$ cat config.mk
export PLATFORM = sky130hd
export DESIGN_NAME = pred_satdec
export DESIGN_NICKNAME = d
export VERILOG_FILES = /design/src/rtl/psd_pkg.sv /design/src/rtl/psd_count_decode.sv /design/src/rtl/psd_sat_sub.sv /design/src/rtl/pred_satdec.sv
export SDC_FILE = /design/constraint.sdc
export NUM_CORES = 1
export LEC_CHECK = 0
export BUFFER_PORTS_ARGS = -buffer_cell sky130_fd_sc_hd__buf_2
export CAP_MARGIN = 20
export CORE_ASPECT_RATIO = 0.6
export CORE_MARGIN = 3
export CORE_UTILIZATION = 50
export DETAILED_ROUTE_END_ITERATION = 7
export HOLD_SLACK_MARGIN = 0.15
export PLACE_DENSITY_LB_ADDON = 0.08
export RECOVER_POWER = 100
export SYNTH_ARGS = -nofsm -noshare
export SYNTH_HDL_FRONTEND = slang
export SYNTH_SLANG_ARGS = --single-unit
$ cat constraint.sdc
create_clock -name clk -period 12.35 [get_ports clk]
set_clock_uncertainty 0.15 [all_clocks]
set_input_delay 0.6175 -clock clk [delete_from_list [all_inputs] [get_ports clk]]
set_output_delay 0.6175 -clock clk [all_outputs]
set_load 0.005 [all_outputs]
$ cat src/rtl/psd_pkg.sv
package psd_pkg;

   localparam int PAT_W = 5;

   // pattern codes whose value the decoder depends on
   localparam logic [PAT_W-1:0] PAT_POW2     = 5'b00000;
   localparam logic [PAT_W-1:0] PAT_FIX_LO   = 5'b00001;
   localparam logic [PAT_W-1:0] PAT_FIX_HI   = 5'b01000;
   localparam logic [PAT_W-1:0] PAT_BIG_LO   = 5'b01001;
   localparam int               BIG_STEPS    = 5;   // 16,32,64,128,256
   localparam int               BIG_BASE     = 16;
   localparam logic [PAT_W-1:0] PAT_MUL4     = 5'b11101;
   localparam logic [PAT_W-1:0] PAT_MUL3     = 5'b11110;
   localparam logic [PAT_W-1:0] PAT_ALL      = 5'b11111;

endpackage

$ cat src/rtl/psd_count_decode.sv
module psd_count_decode
   import psd_pkg::*;
#(
   parameter int LANE_W = 6
)(
   input  logic [PAT_W-1:0]  pattern,
   input  logic [LANE_W-1:0] lanes,
   output logic [LANE_W-1:0] count
);

   logic [LANE_W-1:0] pow2_val;
   logic [LANE_W-1:0] mul4_val;
   logic [LANE_W-1:0] mul3_val;
   logic [LANE_W-1:0] mod3_val;
   logic [LANE_W-1:0] small_val;
   logic [LANE_W-1:0] big_val;
   logic [LANE_W-1:0] big_part [BIG_STEPS];

   // highest set bit of the lane count
   always_comb begin
      pow2_val = '0;
      for (int i = 0; i < LANE_W; i++) begin
         if (lanes[i]) pow2_val = LANE_W'(1) << i;
      end
   end

   assign mul4_val = {lanes[LANE_W-1:2], 2'b00};
   assign mod3_val = lanes % LANE_W'(3);
   assign mul3_val = lanes - mod3_val;

   // fixed counts 1..8: value is the code itself, zero when above the lanes
   always_comb begin
      small_val = '0;
      if (pattern >= PAT_FIX_LO && pattern <= PAT_FIX_HI &&
          int'(pattern) <= int'(lanes))
         small_val = LANE_W'(pattern);
   end

   // fixed counts 16..256: one comparator per step
   for (genvar k = 0; k < BIG_STEPS; k++) begin : g_big
      localparam int STEP_CNT = BIG_BASE << k;
      localparam logic [PAT_W-1:0] STEP_CODE = PAT_BIG_LO + PAT_W'(k);
      assign big_part[k] = (pattern == STEP_CODE && int'(lanes) >= STEP_CNT)
                           ? LANE_W'(STEP_CNT) : '0;
   end

   always_comb begin
      big_val = '0;
      for (int k = 0; k < BIG_STEPS; k++) big_val = big_val | big_part[k];
   end

   always_comb begin
      case (pattern)
         PAT_POW2: count = pow2_val;
         PAT_MUL4: count = mul4_val;
         PAT_MUL3: count = mul3_val;
         PAT_ALL:  count = lanes;
         default:  count = small_val | big_val;
      endcase
   end

endmodule

$ cat src/rtl/psd_sat_sub.sv
module psd_sat_sub #(
   parameter int DATA_W     = 64,
   parameter int NARROW_W   = 32,
   parameter int LANE_W     = 6,
   parameter int MULT_W     = 4,
   parameter bit HAS_NARROW = 1'b1
)(
   input  logic [DATA_W-1:0] operand,
   input  logic              narrow,
   input  logic [LANE_W-1:0] count,
   input  logic [MULT_W-1:0] mult_field,
   output logic [DATA_W-1:0] result,
   output logic              sat
);

   localparam int PROD_W = LANE_W + MULT_W + 1;
   localparam int EXT_W  = DATA_W + 2;

   localparam logic [EXT_W-1:0] WIDE_MIN =
      {{(EXT_W-DATA_W+1){1'b1}}, {(DATA_W-1){1'b0}}};
   localparam logic [EXT_W-1:0] NARROW_MIN =
      {{(EXT_W-NARROW_W+1){1'b1}}, {(NARROW_W-1){1'b0}}};

   logic [MULT_W:0]    scale;
   logic [PROD_W-1:0]  prod;
   logic [EXT_W-1:0]   src_ext;
   logic [EXT_W-1:0]   limit;
   logic [EXT_W-1:0]   diff;

   assign scale = {1'b0, mult_field} + (MULT_W+1)'(1);
   assign prod  = PROD_W'(count) * PROD_W'(scale);

   if (HAS_NARROW) begin : g_dual
      logic [EXT_W-1:0] wide_ext;
      logic [EXT_W-1:0] narrow_ext;
      assign wide_ext   = {{(EXT_W-DATA_W){operand[DATA_W-1]}}, operand};
      assign narrow_ext = {{(EXT_W-NARROW_W){operand[NARROW_W-1]}},
                           operand[NARROW_W-1:0]};
      assign src_ext = narrow ? narrow_ext : wide_ext;
      assign limit   = narrow ? NARROW_MIN : WIDE_MIN;
   end else begin : g_wide_only
      logic unused_narrow;
      assign unused_narrow = narrow;
      assign src_ext = {{(EXT_W-DATA_W){operand[DATA_W-1]}}, operand};
      assign limit   = WIDE_MIN;
   end

   assign diff   = src_ext - {{(EXT_W-PROD_W){1'b0}}, prod};
   assign sat    = $signed(diff) < $signed(limit);
   // inside the range the low DATA_W bits are already sign-extended
   assign result = sat ? limit[DATA_W-1:0] : diff[DATA_W-1:0];

endmodule

$ cat src/rtl/pred_satdec.sv
module pred_satdec
   import psd_pkg::*;
#(
   parameter int VLEN_W   = 12,
   parameter int ESIZE    = 64,
   parameter int DATA_W   = 64,
   parameter int NARROW_W = 32,
   parameter int MULT_W   = 4
)(
   input  logic              clk,
   input  logic              rst,
   input  logic              in_valid,
   input  logic [4:0]        in_pattern,
   input  logic [3:0]        in_mult,
   input  logic              in_narrow,
   input  logic [63:0]       in_operand,
   input  logic [11:0]       cfg_vlen,
   output logic              out_valid,
   output logic [63:0]       out_result,
   output logic              out_sat
);

   localparam int LANE_SHIFT = $clog2(ESIZE);
   localparam int LANE_W     = VLEN_W - LANE_SHIFT;
   localparam logic [DATA_W-1:0] WIDE_MIN64 = {1'b1, {(DATA_W-1){1'b0}}};
   localparam logic [DATA_W-1:0] NARROW_MIN64 =
      {{(DATA_W-NARROW_W+1){1'b1}}, {(NARROW_W-1){1'b0}}};

   // elaboration-time parameter checks
   if (ESIZE != (1 << LANE_SHIFT)) begin : g_bad_esize
      $error("ESIZE must be a power of two");
   end
   if (LANE_W < 3) begin : g_bad_vlen
      $error("VLEN_W too small for the element size");
   end
   if (NARROW_W >= DATA_W) begin : g_bad_narrow
      $error("NARROW_W must be below DATA_W");
   end
   if (DATA_W != 64 || VLEN_W != 12 || MULT_W != 4) begin : g_bad_ports
      $error("port widths are fixed at 64/12/4");
   end

   logic [LANE_W-1:0] lanes;
   logic [LANE_W-1:0] dec_count;
   logic [DATA_W-1:0] sub_result;
   logic              sub_sat;

   assign lanes = cfg_vlen[VLEN_W-1:LANE_SHIFT];

   psd_count_decode #(.LANE_W(LANE_W)) u_decode (
      .pattern (in_pattern),
      .lanes   (lanes),
      .count   (dec_count)
   );

   psd_sat_sub #(
      .DATA_W   (DATA_W),
      .NARROW_W (NARROW_W),
      .LANE_W   (LANE_W),
      .MULT_W   (MULT_W),
      .HAS_NARROW(1'b1)
   ) u_sub (
      .operand    (in_operand),
      .narrow     (in_narrow),
      .count      (dec_count),
      .mult_field (in_mult),
      .result     (sub_result),
      .sat        (sub_sat)
   );

   always_ff @(posedge clk) begin
      if (rst) begin
         out_valid  <= 1'b0;
         out_result <= '0;
         out_sat    <= 1'b0;
      end else begin
         out_valid <= in_valid;
         if (in_valid) begin
            out_result <= sub_result;
            out_sat    <= sub_sat;
         end
      end
   end

   // ---------------- assertions ----------------
   p_valid_follow_r1: assert property (@(posedge clk) disable iff (rst)
      in_valid |=> out_valid);

   p_valid_idle_r1: assert property (@(posedge clk) disable iff (rst)
      !in_valid |=> !out_valid);

   p_vlen_legal_r3: assert property (@(posedge clk) disable iff (rst)
      in_valid |-> (cfg_vlen[LANE_SHIFT:0] == '0 && cfg_vlen != '0));

   p_count_le_lanes_r4: assert property (@(posedge clk) disable iff (rst)
      in_valid |-> dec_count <= lanes);

   p_never_above_r2: assert property (@(posedge clk) disable iff (rst)
      (in_valid && !in_narrow) |=>
         $signed(out_result) <= $signed($past(in_operand)));

   p_sat_value_r7: assert property (@(posedge clk) disable iff (rst)
      in_valid |=> (!out_sat ||
         out_result == ($past(in_narrow) ? NARROW_MIN64 : WIDE_MIN64)));

   p_narrow_sext_r8: assert property (@(posedge clk) disable iff (rst)
      (in_valid && in_narrow) |=>
         out_result[DATA_W-1:NARROW_W] == {(DATA_W-NARROW_W){out_result[NARROW_W-1]}});

   p_reset_clear_r10: assert property (@(posedge clk) disable iff (rst)
      $past(rst) |-> (!out_valid && out_result == '0 && !out_sat));

endmodule

# Word-level counts from Yosys, hierarchy flattened
# Index checks and enable logic that the tools add are counted.
# op_classes
n_addsub	3
div_mod_pow	1
mul	1
bitwise	2
n_eq_ne	5
reduce_logical	5
magnitude_cmp	6
muxes	13
# op_table
op	count
66-bit less-than comparator	1
66-bit 2-to-1 mux	1
66-bit by 11-bit subtractor with 66-bit output	1
64-bit 2-to-1 mux	1
63-bit 2-to-1 mux	1
6-bit 2-to-1 mux	6
6-bit case mux with 4 select lines	1
5-bit equality test, second input constant	3
6-bit by 5-bit multiplier with 11-bit output	1
5-bit by 4-bit equality test with 1-bit output, second input constant	2
5-bit 2-to-1 mux	2
6-bit by 5-bit greater-or-equal comparator with 1-bit output, second input constant	1
6-bit greater-or-equal comparator, second input constant	1
5-bit by 6-bit less-or-equal comparator with 1-bit output	1
6-bit by 2-bit remainder unit with 6-bit output, second input constant	1
5-bit by 6-bit OR with 6-bit output	1
6-bit OR	1
6-bit subtractor	1
4-bit by 1-bit adder with 5-bit output, second input constant	1
5-bit by 1-bit greater-or-equal comparator with 1-bit output, second input constant	1
5-bit by 4-bit less-or-equal comparator with 1-bit output, second input constant	1
5-bit logical NOT	1
1-bit logical AND	4
1-bit 2-to-1 mux	1
# word_totals
word_cells	39
inputBits	89
output_inout_bits	66
register_bits	66

# Depth between registers and ports, before layout
# Gate-level depths: netlist (run 1).
# logic_depth
depth_word	11
depth_mapped	56
mapped_depth_nobuf	52

# By module
# Synthesis (run 1) repeated with hierarchy kept, for this count alone.
# hier_totals
cells_unflattened	977
area_unflattened_um2	7902.6
# modules_own_cells
module	area_per_inst_um2	seq_area_each_um2	n_inst	cells_per_inst
psd_sat_sub	4335.4	0.0	1	606
pred_satdec	2377.3	1321.3	1	212
psd_count_decode	1189.9	0.0	1	159

# Worst setup path before layout (run 1)
# No wires, ideal clock.
# synth_path
kind	input-to-reg
from	input cfg_vlen[8]
to	register out_result[33]
slack_ps	1759
setup_ps	142
required_time_ps	12058
path_buffers	3
arrival_time_ps	10299
stages	51
path_cell_list	clkbuf_1 nor3b_1 nand2b_1 a21oi_1 inv_1 ha_1 clkbuf_1 nor2_1 o21ai_0 ha_1 nor4_1 nor2_1 nor2_1 inv_1 ha_1 nor2b_1 o21ai_0 nand2b_1 [15 not listed] a21oi_1 a22oi_1 nand4_1 or3_1 a2111oi_0 xor2_1 o21ai_1 inv_1 ha_1 a21o_1 a21o_1 a211oi_1 o21ai_0 a221oi_2 nor2_1 o41ai_4 buf_2 a311oi_1
# synth_via
elab_chain_len	10
word_cells_on_any_way	22
classes_between	2 x add/sub; 1 x mul; 1 x div; 4 x order compare; 9 x mux; 2 x bitwise; 3 x reduce/logical
# synth_rtl
element	line_no	rtl
start: declaration	pred_satdec.sv:17	input logic [11:0] cfg_vlen,
parallel branches: the longest is 5 deep, another holds 6-bit by 2-bit remainder unit with 6-bit output	n/a	
6-bit case mux with 4 select lines (*)	psd_count_decode.sv:53	case (pattern)
6-bit by 5-bit multiplier with 11-bit output (*)	psd_sat_sub.sv:31	assign prod = PROD_W'(count) * PROD_W'(scale);
66-bit by 11-bit subtractor with 66-bit output (*)	psd_sat_sub.sv:48	assign diff = src_ext - {{(EXT_W-PROD_W){1'b0}}, prod};
66-bit less-than comparator	psd_sat_sub.sv:49	assign sat = $signed(diff) < $signed(limit);
64-bit 2-to-1 mux (*)	psd_sat_sub.sv:51	assign result = sat ? limit[DATA_W-1:0] : diff[DATA_W-1:0];
end signal: assignment	pred_satdec.sv:79	out_result <= sub_result;
end: declaration	pred_satdec.sv:19	output logic [63:0] out_result,
# Every way passes the cells marked *.
# A chain may end at the register's enable or synchronous reset.

# Worst setup path after layout (run 1)
# layout_path
from	input cfg_vlen[10]
to	register out_result[62]
# The elaborated chain is that of the path after synthesis.

==> results of run 1 <==
worst max-delay path: cells and delay by family:
kind                     cells  cell delay (ns)
AO/OA/AOI/OAI               16             3.69
AND/OR/NAND/NOR             18             3.08
adder cells (fa/ha/maj)      8             2.86
buffers and inverters        8             1.04
XOR/XNOR                     2             0.22
per-stage QoR:
stage                     power, mW  instance area [um^2]  hold slack, ns  setup WS [ns]  utilization, %
after global placement        0.591                  7950           0.283          0.601            59.8
after CTS                     0.881                  8270           0.299          0.705            62.2
final                         0.884                  8250           0.298          0.821            62.1
after floorplan               0.486                  7040           0.292           1.76               -
after global routing          0.939                  8250           0.322        0.00643            62.1
after detailed placement      0.595                  7950           0.286          0.438            59.8
power groups by stage:
| stage | clock (mW) | combinational, mW | sequential, mW |
|---|---|---|---|
| 2_1_floorplan | 0 | 0.234 | 0.252 |
| 3_3_place_gp | 0 | 0.340 | 0.252 |
| 3_5_place_dp | 0 | 0.343 | 0.252 |
| 4_1_cts | 0.287 | 0.345 | 0.248 |
| 5_1_grt | 0.298 | 0.391 | 0.251 |
| 6_report | 0.286 | 0.349 | 0.248 |
sequential cells by signal (all words and copies together), names as in the netlist:
name        flops
out_result     64
out_sat         1
out_valid       1
repair_timing:
action / in CTS / in global routing
endpoints found under the hold margin: 0 / 0
endpoints found under the setup margin: 0 / 63
gates resized for setup: 0 / 4
setup buffers: 0 / 1
per-layer routing:
metal  vias to the layer above  share of wire [%]
met5                         -                  0
met4                         0               0.90
met3                        23                 12
met2                       374                 34
met1                      3329                 53
li1                       3545                  -
final timing paths:
kind	to	slack (ns)	cells after the start
setup reg to reg	out_result[56]	11.37	2
hold reg to reg	out_result[29]	0.30	2
setup / recovery	out_result[62]	0.82	52
hold / removal	out_result[29]	0.30	2
final cells by class:
class	instances	area share (%)
multi-input cells	737	63.5
flip-flops and latches	66	16.0
repair buffers	161	9.84
inverters	86	3.91
well taps	187	2.83
clock buffers	10	2.77
clock inverters	6	1.09
logic make-up (layout without fill, tap and decap cells):
kind of cell / count (synthesis) / in the layout / share of synthesized area [%]
and+or+nand+nor: 332 / 332 / 23.1
AOI/OAI and AO/OA: 240 / 240 / 23.9
buffers and inverters: 123 / 263 / 7.00
adders and majority gates: 87 / 87 / 17.5
xor gates and xnor gates: 76 / 76 / 9.45
DFF: 66 / 66 / 18.8
muxes: 2 / 2 / 0.320
synthesized netlist by cell type, drive strengths merged (8+ instances only):
master and instances:
nor2 99, inv 86, nand2 82, o21ai 68, ha 67, dfxtp 66
a21oi 50, xnor2 40, xor2 36, a211oi 29, clkbuf 26, a21o 22
fa 19, nor3 19, or4 17, and2 16, or3 16, and3 14
nand3 13, nor2b 13, nand4 12, buf 11, nor4 11, a311oi 9
nand2b 9, o31ai 8
==> results.tsv, run 1 <==
stage	metric	value	unit
layout	share_of_cells_above_drive_strength_1	16.5	%
cts	cts.sinks	66	
critical_path	arrival_time_reported_for_the_critical_path_endpoint	11.50	ns
drt	first_pass_iters	6	
synthesis	syn_nets	1101	
drt	detailedRoute.firstIterationViolations	711	
timing	grt_setup_unrepaired	false	
layout	area_delta_synth_final	17.2	%
timing	timing_hold_violations_final	0	
run_status	status	finished with violations	
critical_path	crit_path_max_incr_delay	0.53	ns
floorplanning	die_h	97.9	um
critical_path	critPathMaxFanout	31	
cts	ctsLongestPathBuffers	2	
global_route	grt_start_max_net_pins	50	
critical_path	crit_top_cell	sky130_fd_sc_hd__inv_1	
timing	max_freq	0.0867	GHz
drt	post_detailed_route_drc_marker_count	0	
timing	timing_worst_slew_pin_value	1.97	ns
synthesis	synthesis.area	0.00704	mm^2
layout	instances_no_fill	1253	
cts	cts_tree	done	
synthesis	netlist.area_leader.share	18.8	%
critical_path	cp-start-kind	input port	
layout	layout_net_count	1236	
min_path	holdCritPathClass	reg -> reg	
min_path	holdCritStartpoint	out_result[29]	
critical_path	critPathRequiredTime	12.32	ns
floorplanning	die_width	159	um
synthesis	synthDistinctLibCells	67	
layout	area.sequential	0.00132	mm^2
global_route	busiest_layer	met1	
placed_design	gp_congestion	1.00	
timing	maxSlewHeadroom	-31.6	%
global_route	initial_antenna_violation_count	0	
power_and_ir_drop	power_leakage	3.67	nW
drt	detail-route-antenna-nets	0	
critical_path	criticalPathCategory	in -> reg	
placed_design	sum_of_net_half_perimeters_after_detailed_placement	17800	um
floorplanning	io_pins	155	
power_and_ir_drop	share_seq_of_total_power	28.1	%
synthesis	synth_seq_cells	66	
layout	fill_cells	1277	
power_and_ir_drop	power.density_cell_area	107	mW/mm^2
layout	leading_cell_type_in_the_layout_fill_and_taps_excluded	sky130_fd_sc_hd__buf_2	
power_and_ir_drop	clockPowerShare	32.4	%
global_route	grt.met2_usage	31.6	%
synthesis	synthesized_instance_count	926	
floorplanning	number_of_standard_cell_rows_in_the_floorplan	32	
synthesis	synth-seq-area-share	18.8	%
power_and_ir_drop	internal_power	554	uW
cts	insertion_delay_of_the_later_clocked_pin_in_the_worst_skew_pair	0.35	ns
power_and_ir_drop	power.switching_fraction	37.3	%
timing	final_period_minus_worst_setup_slack	11.53	ns
layout	area_of_combinational_cells_with_multiple_inputs	0.00525	mm^2
timing	final.period_utilization	93.4	%
run_status	violations	capacitance limit, slew limit	
floorplanning	start_util	53.0	%
cts	tritoncts.num_buffers	9	
global_route	first_global_vias	6266	
critical_path	worst_setup_path_end_kind	flip-flop	
cts	cts.hold.buffers_added	0	
layout	layout_common_cells	sky130_fd_sc_hd__buf_2, sky130_fd_sc_hd__nor2_1, sky130_fd_sc_hd__inv_1	
run	cap_violations	1	
synthesis	synth.largest_area_cell	sky130_fd_sc_hd__dfxtp_1	
synthesis	synth_edf_count	0	
layout	antenna-diode-count	0	
drt	post_drt_via_cell_ratio	5.80	
critical_path	cp_slowest_cell	sky130_fd_sc_hd__fa_1	
power_and_ir_drop	comb_power_share	39.5	%
critical_path	worstSetupStartpoint	cfg_vlen[10]	
global_route	grt_util_met3	8.22	%
global_route	grt_pass1_wl	34700	um
global_route	overflow	0	
synthesis	synth.avg_cell_area	7.60	um^2
timing	finalMaxSlewViolations	46	
global_route	grtUsageMet1	48.1	%
synthesis	synthesis.yosys.warnings	0	
drt	num_vias	7271	
cts	clkSlewWorstSetupHoldPaths	0.06	ns
power_and_ir_drop	switchingPower	329	uW
critical_path	worst_r2r_startpoint	out_result[56]	
synthesis	async_reset_ff_share	0	%
cts	ctsHtreeMaxLevel	3	
timing	fin_setup_tns	0	ns
synthesis	synth-main-ff-cell	sky130_fd_sc_hd__dfxtp_1	
floorplanning	overall_die_area	0.0156	mm^2
cts	root_buffer	sky130_fd_sc_hd__clkbuf_16	
drt	wirelength	22200	um
timing	setup_viol	0	
placed_design	placement.io_buffers	148	
synthesis	leading_post_synthesis_cells_by_cell_area	sky130_fd_sc_hd__dfxtp_1, sky130_fd_sc_hd__ha_1, sky130_fd_sc_hd__fa_1	
power_and_ir_drop	vdd.ir_drop.worst	64.1	uV
drt	route.detailed.wl_per_inst	17.7	um
floorplanning	floorplan.core_area	0.0133	mm^2
placed_design	placed_cells_incl_taps	1236	
global_route	grtUsageTotal	27.7	%
(Power assumes the default switching activity.)
==> run 2, diff against run 1 <==
CORE_UTILIZATION = 27   (was 50)
==> run 2 against run 1 <==
  * The run now ends clean
  * Critical path type unchanged
  * Highest routed layer is now met5
  * Cell count grew 14%
  * Critical endpoint is now out_result[48]
  * Register-to-register slack better by 0.11 ns
  * Core utilization fell by 29 points
  * Flip-flop and latch count stayed put
  * Fmax is 1.1% higher
  * Sequential share of layout area down 0.40 points
  * Power increased by 1.9%
  * Count of clock-buffer cells in the layout stayed put
  * Global-route usage fell by 8.4 points
==> results.tsv, run 2 (synthesis results as in run 1) <==
stage	metric	value	unit	change
run_status	status	completed		
floorplanning	overall_die_area	0.0281	mm^2	+80%
critical_path	capture_point_of_the_worst_reg_to_reg_path	out_result[48]		
power_and_ir_drop	switchingPower	343	uW	+4.1%
timing	finalWorstSetupSlack	0.949	ns	+0.128 ns
cts	cts.sinks	66		unchanged
global_route	grtUsageMet1	34.7	%	-13 points
global_route	grt_util_met3	3.87	%	-4.4 points
power_and_ir_drop	power.switching_fraction	38.1	%	+0.79 points
cts	clkSlewWorstSetupHoldPaths	0.06	ns	about the same
cts	insertion_delay_of_the_later_clocked_pin_in_the_worst_skew_pair	0.35	ns	about the same
floorplanning	die_width	214	um	+35%
critical_path	arrival_time_reported_for_the_critical_path_endpoint	11.50	ns	about the same
critical_path	worst_setup_path_end_kind	flip-flop		
cts	post_cts.repair.setup_buffers	0		unchanged
global_route	busiest_layer	met1		
global_route	grt.met2_usage	21.7	%	-9.9 points
placed_design	gp_congestion	0.866		-14%
placed_design	dp_slack	0.502	ns	+0.0641 ns
critical_path	critPathMaxFanout	17		-45%
layout	largest-register	out_result		
layout	number_of_flip_flops_under_the_largest_register_name	64		unchanged
layout	area_delta_synth_final	20.3	%	
layout	share_of_cells_above_drive_strength_1	14.6	%	-1.9 points
timing	timing_hold_violations_final	0		unchanged
timing	hold_ws	0.304	ns	+0.00568 ns
critical_path	criticalPathCategory	in -> reg		
timing	timing_worst_slew_pin_value	0.932	ns	-1.04 ns
power_and_ir_drop	clockPowerShare	32.7	%	+0.3 points
placed_design	sum_of_net_half_perimeters_after_detailed_placement	22400	um	+26%
placed_design	placement.io_buffers	148		unchanged
critical_path	cp-start-kind	input port		
critical_path	worst-r2r-cell-count	2		unchanged
timing	final.period_utilization	92.3	%	-1.0 points
global_route	grtUsageTotal	19.4	%	-8.4 points
layout	biggestRegsByFlops	out_result x64, out_sat x1, out_valid x1		
layout	leading_cell_type_in_the_layout_fill_and_taps_excluded	sky130_fd_sc_hd__nor2_1		
power_and_ir_drop	share_seq_of_total_power	27.6	%	-0.5 points
critical_path	reg2reg_slack	11.48	ns	+0.11 ns
min_path	holdCritPathClass	reg -> reg		
min_path	hold_depth	2		unchanged
floorplanning	number_of_standard_cell_rows_in_the_floorplan	45		+41%
drt	num_vias	7125		-2.0%
cts	ctsHtreeMaxLevel	3		unchanged
min_path	hold_path_end	out_result[28]		
timing	finalMaxSlewViolations	0		-100%
global_route	initial_antenna_violation_count	1		+1
global_route	grt_start_max_net_pins	51		+2.0%
global_route	overflow	0		unchanged
layout	fin_util	33.3	%	-29 points
layout	fill_cells	2818		+120%
drt	route.detailed.wl_per_inst	19.1	um	+8.3%
cts	tritoncts.num_buffers	9		unchanged
floorplanning	start_util	27.7	%	-25 points
global_route	grt_pass1_wl	41500	um	+20%
run	cap_violations	0		-1
floorplanning	io_pins	155		unchanged
floorplanning	die_h	131	um	+34%
cts	cts_tree	done		
min_path	holdCritStartpoint	out_result[28]		
timing	max_freq	0.0877	GHz	+1.1%
drt	post_drt_via_cell_ratio	4.99		-14%
power_and_ir_drop	vdd.ir_drop.worst	53.8	uV	-16%
power_and_ir_drop	comb_power_share	39.8	%	+0.3 points
layout	layout_net_count	1246		+0.81%
timing	final_period_minus_worst_setup_slack	11.40	ns	-0.128 ns
timing	maxSlewHeadroom	37.9	%	+69 points
critical_path	critPathRequiredTime	12.45	ns	+0.13 ns
critical_path	cp_slowest_cell	sky130_fd_sc_hd__fa_1		
timing	setup_viol	0		unchanged
power_and_ir_drop	power.density_cell_area	106	mW/mm^2	-0.67%
layout	layout_common_cells	sky130_fd_sc_hd__nor2_1, sky130_fd_sc_hd__buf_2, sky130_fd_sc_hd__inv_1		
cts	ctsLongestPathBuffers	2		unchanged
floorplanning	floorplan.core_area	0.0254	mm^2	+91%
timing	fin_setup_tns	0	ns	unchanged
drt	detailedRoute.firstIterationViolations	597		-16%
critical_path	worst_r2r_startpoint	out_result[48]		
critical_path	crit_path_max_incr_delay	0.53	ns	about the same
drt	wirelength	27300	um	+23%
drt	detail-route-antenna-nets	0		unchanged
layout	antenna-diode-count	0		unchanged
power_and_ir_drop	internal_power	558	uW	+0.62%
timing	grt_setup_unrepaired	false		
cts	root_buffer	sky130_fd_sc_hd__clkbuf_16		
power_and_ir_drop	power_leakage	3.64	nW	-0.73%
global_route	first_global_vias	6492		+3.6%
drt	first_pass_iters	5		-1
drt	post_detailed_route_drc_marker_count	0		unchanged
-- run 2: layout make-up --
type                    count  area, um^2  area share, %
clock buffers              10         239           2.82
clock inverters             6        87.6           1.03
inverters                  86         323           3.81
multi-input cells         737        5200           61.4
flip-flops and latches     66        1320           15.6
well taps                 352         440           5.20
repair buffers            171         860           10.2
-- run 2: stage by stage --
stage	cell area (um^2)	cells	total power [mW]
finish	8470	1428	0.901
global placement	8240	1412	0.616
floorplan	7040	926	0.486
detailed placement	8240	1412	0.615
global route	8470	1428	0.966
CTS	8570	1428	0.914
-- run 2: worst max path at each step --
stage | from | endpoint | slack [ns] | cells past startpoint
after global placement | cfg_vlen[10] | out_result[57] | 0.56 | 51
after CTS | cfg_vlen[10] | out_result[48] | 0.85 | 51
after global routing | cfg_vlen[10] | out_result[39] | 0.06 | 51
final | cfg_vlen[10] | out_result[48] | 0.95 | 53
after floorplan | cfg_vlen[8] | out_result[33] | 1.76 | 51
after detailed placement | cfg_vlen[10] | out_result[39] | 0.50 | 51
-- run 2: per-layer routing --
layer	wire length [um]	vias to the layer above
met5	7	-
met4	161	2
met3	1600	17
met2	8730	212
met1	16900	3331
li1	-	3563
-- run 2: power groups by stage --
stage	combinational (mW)	sequential, mW	clock [mW]
6_report	0.358	0.248	0.294
5_1_grt	0.404	0.251	0.311
4_1_cts	0.365	0.249	0.300
3_5_place_dp	0.362	0.253	0
3_3_place_gp	0.363	0.253	0
2_1_floorplan	0.234	0.252	0
-- run 2: worst max-delay path: cells and delay by family --
family / cells / cell delay, ns
xor+xnor: 3 / 0.35
simple gates: 15 / 2.76
buf+inv: 9 / 1.24
fa+ha+maj: 8 / 2.73
compound gates: 18 / 3.78
-- run 2: repair_timing --
item                                    in CTS  in global routing
hold buffers                                 0                  0
endpoints found under the setup margin       0                 59
gates resized for setup                      0                  3
==> run 3, diff against run 2 <==
clock period = 13.6 ns   (was 12.35 ns; I/O delays follow)
==> run 3 against run 2 <==
  * Sequential power fell by 8.9%
  * Combinational power fell by 11%
  * The flow now finishes with violations (capacitance limit, slew limit)
  * Hold slack got worse by 0.0023 ns
  * First-iteration DRC count fell by 21%
  * Highest routed layer is now met4
==> results.tsv, run 3 (synthesis results as in run 1) <==
stage	metric	value	unit	change
global_route	first_global_vias	6572		+1.2%
drt	route.detailed.wl_per_inst	18.9	um	-1.1%
critical_path	critPathMaxFanout	21		+4
layout	area_of_combinational_cells_with_multiple_inputs	0.00520	mm^2	about the same
layout	number_of_flip_flops_under_the_largest_register_name	64		unchanged
timing	timing_hold_violations_final	0		unchanged
min_path	hold_depth	2		unchanged
layout	leading_cell_type_in_the_layout_fill_and_taps_excluded	sky130_fd_sc_hd__nor2_1		
power_and_ir_drop	power.density_cell_area	96.8	mW/mm^2	-9.0%
floorplanning	io_pins	155		unchanged
layout	fill_cells	2860		+1.5%
layout	area_delta_synth_final	18.9	%	
power_and_ir_drop	power_leakage	3.55	nW	-2.5%
layout	antenna-diode-count	0		unchanged
layout	layout_net_count	1235		-0.88%
global_route	overflow	0		unchanged
critical_path	critPathRequiredTime	13.71	ns	+1.26 ns
cts	root_buffer	sky130_fd_sc_hd__clkbuf_16		
timing	timing_worst_slew_pin_value	2.11	ns	+1.18 ns
cts	cts.sinks	66		unchanged
global_route	initial_antenna_violation_count	0		-1
cts	cts_tree	done		
timing	setup_viol	0		unchanged
timing	grt_setup_unrepaired	false		
cts	tritoncts.num_buffers	9		unchanged
placed_design	placement.io_buffers	148		unchanged
critical_path	worst_setup_path_end_kind	flip-flop		
timing	finalWorstSetupSlack	1.19	ns	+0.245 ns
critical_path	crit_path_max_incr_delay	0.60	ns	+0.07 ns
timing	hold_ws	0.302	ns	-0.00229 ns
drt	first_pass_iters	4		-1
floorplanning	floorplan.core_area	0.0254	mm^2	unchanged
floorplanning	die_width	214	um	unchanged
drt	post_detailed_route_drc_marker_count	0		unchanged
critical_path	crit_top_cell	sky130_fd_sc_hd__inv_1		
global_route	grt_start_max_net_pins	51		unchanged
floorplanning	die_h	131	um	unchanged
critical_path	criticalPathCategory	in -> reg		
min_path	holdCritStartpoint	out_result[15]		
floorplanning	overall_die_area	0.0281	mm^2	unchanged
drt	wirelength	26800	um	-1.9%
min_path	holdCritPathClass	reg -> reg		
cts	cts.hold.buffers_added	0		unchanged
layout	layout_common_cells	sky130_fd_sc_hd__nor2_1, sky130_fd_sc_hd__buf_2, sky130_fd_sc_hd__inv_1		
layout	area.sequential	0.00132	mm^2	unchanged
cts	ctsHtreeMaxLevel	3		unchanged
floorplanning	number_of_standard_cell_rows_in_the_floorplan	45		unchanged
cts	ctsLongestPathBuffers	2		unchanged
timing	maxSlewHeadroom	-40.7	%	-79 points
timing	final.period_utilization	91.2	%	
run_status	status	finished with violations		
cts	post_cts.repair.setup_buffers	0		unchanged
critical_path	worst-r2r-cell-count	2		unchanged
layout	biggestRegsByFlops	out_result x64, out_sat x1, out_valid x1		
critical_path	worst_r2r_startpoint	out_result[36]		
global_route	grt_pass1_wl	41000	um	-1.2%
run_status	violations	capacitance limit, slew limit		
cts	clkSlewWorstSetupHoldPaths	0.06	ns	about the same
floorplanning	start_util	27.7	%	unchanged
drt	detailedRoute.firstIterationViolations	473		-21%
drt	num_vias	6973		-2.1%
timing	finalMaxSlewViolations	46		+46
timing	max_freq	0.0806	GHz	
placed_design	gp_congestion	0.860		-0.74%
drt	post_drt_via_cell_ratio	4.92		-1.4%
cts	insertion_delay_of_the_later_clocked_pin_in_the_worst_skew_pair	0.35	ns	about the same
placed_design	sum_of_net_half_perimeters_after_detailed_placement	22200	um	-0.91%
critical_path	reg2reg_slack	12.66	ns	+1.18 ns
cts	cts-resized-gates	0		unchanged
placed_design	dp_slack	1.03	ns	+0.530 ns
critical_path	arrival_time_reported_for_the_critical_path_endpoint	12.51	ns	+1.01 ns
layout	fin_util	32.9	%	-0.39 points
global_route	grtUsageTotal	19.1	%	-0.25 points
run	cap_violations	1		+1
layout	largest-register	out_result		
timing	final_period_minus_worst_setup_slack	12.41	ns	
power_and_ir_drop	vdd.ir_drop.worst	52.5	uV	-2.4%
layout	share_of_cells_above_drive_strength_1	13.1	%	-1.5 points
drt	detail-route-antenna-nets	0		unchanged
critical_path	capture_point_of_the_worst_reg_to_reg_path	out_result[36]		
min_path	hold_path_end	out_result[15]		
critical_path	cp_slowest_cell	sky130_fd_sc_hd__a21oi_1		
critical_path	cp-start-kind	input port		
timing	fin_setup_tns	0	ns	unchanged
run 3: cell types whose count changed in the layout (fill, tap and decap cells not counted), moves of 2 or more:
cell                       delta
sky130_fd_sc_hd__buf_4        -9
sky130_fd_sc_hd__clkbuf_1     +8
sky130_fd_sc_hd__buf_2        -7
sky130_fd_sc_hd__a211oi_1     -4
sky130_fd_sc_hd__a211oi_2     +4
sky130_fd_sc_hd__a21oi_1      +2
sky130_fd_sc_hd__a21oi_2      -2
run 3: where the power goes:
| group | total (mW) | internal (mW) | switching, mW | leakage (nW) |
|---|---|---|---|---|
| clock | 0.265 | 0.166 | 0.0995 | 0.163 |
| combinational | 0.319 | 0.124 | 0.195 | 2.84 |
| sequential | 0.226 | 0.214 | 0.0122 | 0.546 |
run 3: area by class of cell:
cell class                      instances  area share (%)
Clock buffer                           10            2.86
Clock inverter                          6            1.05
Inverter                               86            3.86
Multi-Input combinational cell        737            62.2
Sequential cell                        66            15.8
Tap cell                              352            5.26
Timing Repair Buffer                  160            9.02
run 3: worst max-delay path, delay by kind of cell:
family | cells | cell delay (ns)
buffers and inverters | 9 | 1.21
adder cells (fa/ha/maj) | 8 | 2.81
XOR/XNOR | 2 | 0.32
AO/OA/AOI/OAI | 17 | 4.40
AND/OR/NAND/NOR | 17 | 3.07
run 3: routing by layer:
| metal | share of wire [%] | up-vias | global-route usage, % |
|---|---|---|---|
| met2 | 32 | 181 | 21.7 |
| li1 | - | 3541 | - |
| met4 | 0.34 | 0 | 2.23 |
| met3 | 6.1 | 10 | 4.81 |
| met5 | 0 | - | 0 |
| met1 | 61 | 3241 | 33.6 |
run 3: per-stage QoR:
stage / cell area (um^2) / total power, mW / instances
CTS: 8470 / 0.823 / 1417
detailed placement: 8140 / 0.553 / 1401
finish: 8370 / 0.810 / 1417
floorplan: 7040 / 0.441 / 926
global route: 8370 / 0.870 / 1417
global placement: 8140 / 0.554 / 1401
run 3: how the worst max path moves through the flow:
stage                 start             end  slack, ns  depth (start not counted)
6_report       cfg_vlen[10]  out_result[35]       1.19                         53
5_1_grt        cfg_vlen[10]  out_result[47]       0.12                         52
4_1_cts        cfg_vlen[10]  out_result[40]       1.37                         50
3_5_place_dp   cfg_vlen[10]  out_result[50]       1.03                         50
3_3_place_gp   cfg_vlen[10]  out_result[49]       1.07                         50
2_1_floorplan   cfg_vlen[8]  out_result[33]       2.95                         51
